`config.mk`:
```
export PLATFORM = sky130hd
export DESIGN_NAME = logic_tone_sel
export DESIGN_NICKNAME = d
export VERILOG_FILES = /design/src/rtl/logic_tone_pkg.sv /design/src/rtl/ltp_sync.sv /design/src/rtl/ltp_tone.sv /design/src/rtl/ltp_classify.sv /design/src/rtl/logic_tone_sel.sv
export SDC_FILE = /design/constraint.sdc
export NUM_CORES = 1
export LEC_CHECK = 0
export BUFFER_PORTS_ARGS = -buffer_cell sky130_fd_sc_hd__buf_2
export CORE_MARGIN = 1.5
export CORE_UTILIZATION = 58
export DETAILED_ROUTE_END_ITERATION = 10
export PLACE_DENSITY = 0.83
export SKIP_LAST_GASP = 1
export SYNTH_ARGS = -nofsm -noshare
export SYNTH_HDL_FRONTEND = slang
export SYNTH_HIERARCHICAL = 1
export SYNTH_SLANG_ARGS = --single-unit
```
`constraint.sdc`:
```
create_clock -name clk -period 4.34 [get_ports clk]
set_input_delay 0.434 -clock clk [delete_from_list [all_inputs] [get_ports clk]]
set_output_delay 0.434 -clock clk [all_outputs]
set_load 0.02 [all_outputs]
```
`src/rtl/logic_tone_pkg.sv`:
```
package logic_tone_pkg;

  // Source index for the buzzer selector
  typedef enum logic [1:0] {
    SRC_LOW  = 2'd0,
    SRC_MIX  = 2'd1,
    SRC_HIGH = 2'd2,
    SRC_IDLE = 2'd3
  } src_e;

  localparam int NUM_SRC   = 4;
  localparam int NUM_TONES = 2;
  localparam int TONE_LO   = 0;
  localparam int TONE_HI   = 1;

endpackage

```
`src/rtl/ltp_sync.sv`:
```
module ltp_sync #(
  parameter int STAGES = 2,
  parameter int WIDTH  = 2
) (
  input  logic             clk,
  input  logic             rst,
  input  logic [WIDTH-1:0] din,
  output logic [WIDTH-1:0] dout
);

  logic [STAGES-1:0][WIDTH-1:0] chain;

  generate
    for (genvar s = 0; s < STAGES; s++) begin : g_stage
      if (s == 0) begin : g_first
        always_ff @(posedge clk) begin
          if (rst) chain[0] <= '0;
          else     chain[0] <= din;
        end
      end else begin : g_next
        always_ff @(posedge clk) begin
          if (rst) chain[s] <= '0;
          else     chain[s] <= chain[s-1];
        end
      end
    end
  endgenerate

  assign dout = chain[STAGES-1];

  generate
    if (STAGES == 2) begin : g_chk
      // Two clean edges after reset: output is the input from two edges back
      assert_sync_delay_R7: assert property (@(posedge clk) disable iff (rst)
        (!$past(rst, 1) && !$past(rst, 2)) |-> (dout == $past(din, 2)));
    end
  endgenerate

endmodule

```
`src/rtl/ltp_tone.sv`:
```
module ltp_tone #(
  parameter int DIV_W = 16
) (
  input  logic             clk,
  input  logic             rst,
  input  logic [DIV_W-1:0] div,
  output logic             tone
);

  localparam logic [DIV_W-1:0] ONE = DIV_W'(1);

  logic [DIV_W-1:0] cnt;
  logic             tone_q;

  always_ff @(posedge clk) begin
    if (rst || (div == '0)) begin
      cnt    <= '0;
      tone_q <= 1'b0;
    end else if (cnt >= div - ONE) begin
      cnt    <= '0;
      tone_q <= ~tone_q;
    end else begin
      cnt    <= cnt + ONE;
    end
  end

  assign tone = tone_q;

  // Zero divider keeps the tone silent
  assert_zero_div_low_R2: assert property (@(posedge clk) disable iff (rst)
    (div == '0) |=> !tone);

  // Mid-count the output does not move
  assert_hold_midcount_R1: assert property (@(posedge clk) disable iff (rst)
    ((div != '0) && (cnt < div - ONE)) |=> $stable(tone));

  // After reset the tone restarts low
  assert_reset_low_R8: assert property (@(posedge clk)
    rst |=> (!tone && (cnt == '0)));

endmodule

```
`src/rtl/ltp_classify.sv`:
```
module ltp_classify
  import logic_tone_pkg::*;
(
  input  logic above_lo,
  input  logic above_hi,
  output src_e src
);

  always_comb begin
    unique case ({above_hi, above_lo})
      2'b00:   src = SRC_LOW;
      2'b11:   src = SRC_HIGH;
      2'b01:   src = SRC_MIX;
      default: src = SRC_MIX;   // impossible state sounds undefined
    endcase
  end

endmodule

```
`src/rtl/logic_tone_sel.sv`:
```
module logic_tone_sel
  import logic_tone_pkg::*;
#(
  parameter int DIV_W       = 16,
  parameter int SYNC_STAGES = 2
) (
  input  logic             clk,
  input  logic             rst,
  input  logic             cmp_lo_i,
  input  logic             cmp_hi_i,
  input  logic [DIV_W-1:0] div_lo_i,
  input  logic [DIV_W-1:0] div_hi_i,
  output logic             buzz_o
);

  logic [1:0]                       cmp_s;
  logic [NUM_TONES-1:0][DIV_W-1:0]  divs;
  logic [NUM_TONES-1:0]             tones;
  logic [NUM_SRC-1:0]               srcs;
  src_e                             sel;
  logic                             buzz_q;

  ltp_sync #(.STAGES(SYNC_STAGES), .WIDTH(2)) u_sync (
    .clk  (clk),
    .rst  (rst),
    .din  ({cmp_hi_i, cmp_lo_i}),
    .dout (cmp_s)
  );

  assign divs[TONE_LO] = div_lo_i;
  assign divs[TONE_HI] = div_hi_i;

  generate
    for (genvar t = 0; t < NUM_TONES; t++) begin : g_tone
      ltp_tone #(.DIV_W(DIV_W)) u_tone (
        .clk  (clk),
        .rst  (rst),
        .div  (divs[t]),
        .tone (tones[t])
      );
    end
  endgenerate

  ltp_classify u_class (
    .above_lo (cmp_s[0]),
    .above_hi (cmp_s[1]),
    .src      (sel)
  );

  assign srcs[SRC_LOW]  = tones[TONE_LO];
  assign srcs[SRC_HIGH] = tones[TONE_HI];
  assign srcs[SRC_MIX]  = tones[TONE_LO] | tones[TONE_HI];
  assign srcs[SRC_IDLE] = 1'b0;

  always_ff @(posedge clk) begin
    if (rst) buzz_q <= 1'b0;
    else     buzz_q <= srcs[sel];
  end

  assign buzz_o = buzz_q;

  assert_reset_quiet_R8: assert property (@(posedge clk)
    rst |=> !buzz_o);

  assert_never_idle_R3: assert property (@(posedge clk) disable iff (rst)
    sel != SRC_IDLE);

  assert_low_code_R3: assert property (@(posedge clk) disable iff (rst)
    (cmp_s == 2'b00) |=> (buzz_o == $past(tones[TONE_LO])));

  assert_high_code_R4: assert property (@(posedge clk) disable iff (rst)
    (cmp_s == 2'b11) |=> (buzz_o == $past(tones[TONE_HI])));

  assert_mid_code_R5: assert property (@(posedge clk) disable iff (rst)
    (cmp_s == 2'b01) |=> (buzz_o == ($past(tones[TONE_LO]) | $past(tones[TONE_HI]))));

  assert_bad_code_R6: assert property (@(posedge clk) disable iff (rst)
    (cmp_s == 2'b10) |=> (buzz_o == ($past(tones[TONE_LO]) | $past(tones[TONE_HI]))));

endmodule

```
==> impl.org <==
** STA
- Maximum clock skew at final layout :: about 0.008 ns
- Dividing the final minimum period by the clock period gives ~86%.
- Setup repair after global routing left no endpoint under its margin.
- Sum of negative setup slack :: 0 ns
- Setup ws final :: about 0.62 ns
- Max-Slew Margin vs Limit :: between 60 and 70%
- Shortest clock period the worst path allows after layout :: 3.718 ns
- Slew of the pin with the lowest slew margin :: between 0.5 and 0.6 ns
- The hold violation count in the final report is 0.
- Based on the critical path, the design can be clocked at up to between 0.2 and 0.3 GHz.
- The count of pins over their slew limit came to 0.
- The tightest hold path in the finished design has a slack of 0.3638 ns.
- Setup violations remaining at the end of the flow were counted as 0.

** Floorplan
- Die X-Extent :: 73.44 um
- During I/O placement, the number of pins put on the boundary was 37.
- The floorplan step defined a core boundary enclosing 0.004755 mm2.
- The initialized floorplan defines 25 standard-cell rows.
- From bottom edge to top edge, the die measures 73.44 um.
- The die covers approximately 0.0054 mm2.
- Effective utilization at floorplan :: 60.53%

** Global routing
- Wire length of the first global-routing pass :: 9121 um
- The number of antenna violations at the first check in global routing came to 0.
- Largest net degree at the start of global routing :: 17
- The via count of the first global-routing pass is ~2,200.
- The total overflow left after global routing is 0.
- Global routing consumed, over all layers together, a little over a fifth of the routing resources.

** Synthesis
- Synthesis inferred 39 register bits.
- Mapped Cells :: 329
- In this run the biggest area consumer among cell types represents between 20% and 30% of the synthesized area.
- In the post-synthesis netlist, the biggest area contributors are dfxtp_1 (27%), ha_1 (16%), xnor2_1 (10%), xor2_1 (7.3%), nor2_1 (5.2%).
- Per-instance average area after synthesis :: 8.747 um2
- EDFF count, synth :: 0
- Area of the mapped netlist :: 0.002878 mm2
- The most common cell in the synthesized netlist is nor2_1.
- The number of nets handed over by synthesis was around 400.
- Dominant register cell in the synthesized netlist :: dfxtp_1
- The largest total area in the synthesized netlist belongs to dfxtp_1.
- In the synthesized netlist the async set-or-reset flop fraction comes to 0%.
- Share of the yosys chip area belonging to registers :: between 20% and 30%
- Post-synth top cells :: nor2_1 (40), dfxtp_1 (39), ha_1 (37)
- For this run, the number of Yosys warnings is 6.
- Number of distinct library cell variants in the gate-level netlist after synthesis :: 47

** Worst hold path
- Path class of the lowest-slack min-delay path :: in2reg
- The worst hold path begins at cmp_lo_i.
- Worst hold endpoint :: u_sync/chain[0]
- Along the worst hold path, the cell count comes to 2.

** Setup path
- Critical path startpoint category :: primary input
- At the worst endpoint, the required time is approximately 4.5 ns.
- Source of the worst register-to-register timing path :: g_tone[0].u_tone/cnt[13]
- Data on the critical path arrives at its endpoint at between 3 and 4 ns.
- Crit path capture type :: flop
- End of the worst register-to-register path :: g_tone[0].u_tone/cnt[2]
- Of all nets on the critical path, the largest fanout is 16.
- Setup slack on the worst reg-to-reg path comes out at 1.92 ns.
- Worst-case reg-to-reg path depth :: 6
- By startpoint and endpoint, the worst setup path is classified as in2reg.

** Place
- The HPWL after detailed placement is 4318 um.
- Gp weighted congestion :: just over 0.9
- Number of buffer cells added on primary ports :: 36
- OpenSTA, run right after detailed placement, puts the worst setup slack at around 0.35 ns.

** Clock network
- Clock sink count :: 39
- Post-CTS timing repair inserted 0 buffers for setup.
- Count of cells resized by post-cts repair :: 0
- The clock reaches the later pin of the worst-skew pair after between 0.2 and 0.3 ns.
- CTS Buf Count :: 5
- The H-tree generated during clock tree synthesis spans 2 levels.
- Root buffer selected by CTS :: clkbuf_8
- TritonCTS built the clock tree.
- Clock-pin slew on the worst setup and hold paths :: 0.08 ns
- No sink is reached through more buffers than the 2 on the longest clock path.
- Number of hold buffers added after cts :: 0

** Detailed routing
- Vias after detailed routing :: 2,327
- Detailed-route wire length per cell :: approximately 12 um
- Routed wire length :: around 5300 um
- The first detailed-routing pass took 4 iterations.
- After detailed routing, the number of vias per cell comes to 5.349.
- Remaining number of nets flagged by the antenna check after routing :: 0
- For this run, design rule violations remaining after detail routing come to 0.
- Starting DRT DRC Count :: 73

** Finish
- Of the cells placed in the final design, the portion with a size suffix greater than 1 is 19.02%.
- Counting the fill cells in the layout gives 372.
- The repair_antennas step left the layout with diodes totalling 0.
- Relative to the synthesized area, the layout overhead comes to 10.48%.
- The net count of the finished layout is 440.

** Power
- Power Dens Cells :: between 200 and 250 mW/mm2
- Across the VDD grid, the largest voltage drop is approximately 0.23 mV.
- Overall power consumption after layout is estimated at about 750 uW.
- Total leakage power :: about 1.3 nW

** Status
- Outcome :: finished, final reports clean

** Run
- Max-cap violations in this run came to 0.
## power breakdown
group | total, mW | switching (mW) | internal, mW
logic | 0.106 | 0.0578 | 0.0485
registers | 0.371 | 0.00721 | 0.364
clock network | 0.270 | 0.125 | 0.145
total | 0.748 | 0.190 | 0.557
## worst max-delay path, stage by stage
cell and delay (ns):
buf_2 0.12, or4_4 0.53, or4_4 0.45, nor2_2 0.16, nand2_1 0.09, xnor2_1 0.14
ha_1 0.31, nand4_1 0.14, or4_1 0.56, a221oi_2 0.26, or4b_1 0.55, nor2_1 0.11
## how the worst max path moves through the flow
stage                 from                  endpoint
6_report       div_lo_i[5]   g_tone[0].u_tone/cnt[2]
5_1_grt        div_lo_i[5]  g_tone[0].u_tone/cnt[11]
4_1_cts        div_lo_i[5]   g_tone[0].u_tone/cnt[6]
3_5_place_dp   div_lo_i[5]  g_tone[0].u_tone/cnt[11]
3_3_place_gp   div_lo_i[5]  g_tone[0].u_tone/cnt[14]
2_1_floorplan  div_lo_i[5]  g_tone[0].u_tone/cnt[10]
## layout make-up
class | instances | area (um2) | share of cell area (%)
inverters | 15 | 56.30 | 1.771
clock buffers | 7 | 96.34 | 3.030
multi-input cells | 270 | 1974 | 62.10
repair buffers | 36 | 180.2 | 5.667
well taps | 67 | 83.83 | 2.637
flip-flops and latches | 39 | 780.7 | 24.56
clock inverters | 1 | 7.507 | 0.2361
## sequential cells by signal (all words and copies together) (netlist names)
register,cells
g_tone.u_tone/tone,2
buzz_o,1
u_sync/dout,2
g_tone.u_tone/cnt,32
u_sync/chain,2
## kinds of logic (layout without fill, tap and decap cells)
group | after synthesis | after routing | synth area share (%)
and+or+nand+nor | 145 | 145 | 27.74
xor gates and xnor gates | 57 | 57 | 17.35
DFF | 39 | 39 | 27.13
adders and majority gates | 37 | 37 | 16.09
AOI/OAI and AO/OA | 31 | 31 | 7.435
buffers and inverters | 20 | 59 | 4.261
## routing by layer
metal / up-vias / track usage (%) / part of all wire (%)
li1: 1228 / - / -
met4: 0 / 4.733 / 0.15
met5: - / 0 / 0
met1: 1076 / 27.35 / 49
met3: 2 / 4.115 / 3.0
met2: 21 / 35.54 / 48
## through the flow
| stage | cell area (um2) | instances | utilization, % |
|---|---|---|---|
| 3_5_place_dp | 3075 | 427 | 64.68 |
| 4_1_cts | 3179 | 435 | 66.87 |
| 2_1_floorplan | 2878 | 329 | - |
| 6_report | 3179 | 435 | 66.87 |
| 3_3_place_gp | 3075 | 427 | 64.68 |
| 5_1_grt | 3179 | 435 | 66.87 |
## placed cells by master, fill, tap and decap left out, drive strengths merged, types with 2 or more instances in the layout
| cell | Yosys | routed |
|---|---|---|
| a21oi | 11 | 11 |
| a31oi | 2 | 2 |
| and3 | 3 | 3 |
| buf | 5 | 36 |
| clkbuf | 0 | 7 |
| dfxtp | 39 | 39 |
| ha | 37 | 37 |
| inv | 15 | 15 |
| nand2 | 24 | 24 |
| nand2b | 2 | 2 |
| nand3 | 11 | 11 |
| nand4 | 12 | 12 |
| nor2 | 53 | 53 |
| nor2b | 6 | 6 |
| nor3 | 12 | 12 |
| nor4 | 6 | 6 |
| nor4b | 2 | 2 |
| o21a | 2 | 2 |
| o21ai | 5 | 5 |
| o31ai | 2 | 2 |
| or3 | 2 | 2 |
| or4 | 6 | 6 |
| or4b | 2 | 2 |
| xnor2 | 33 | 33 |
| xor2 | 24 | 24 |
No activity file was read; power rests on OpenSTA's default activity.
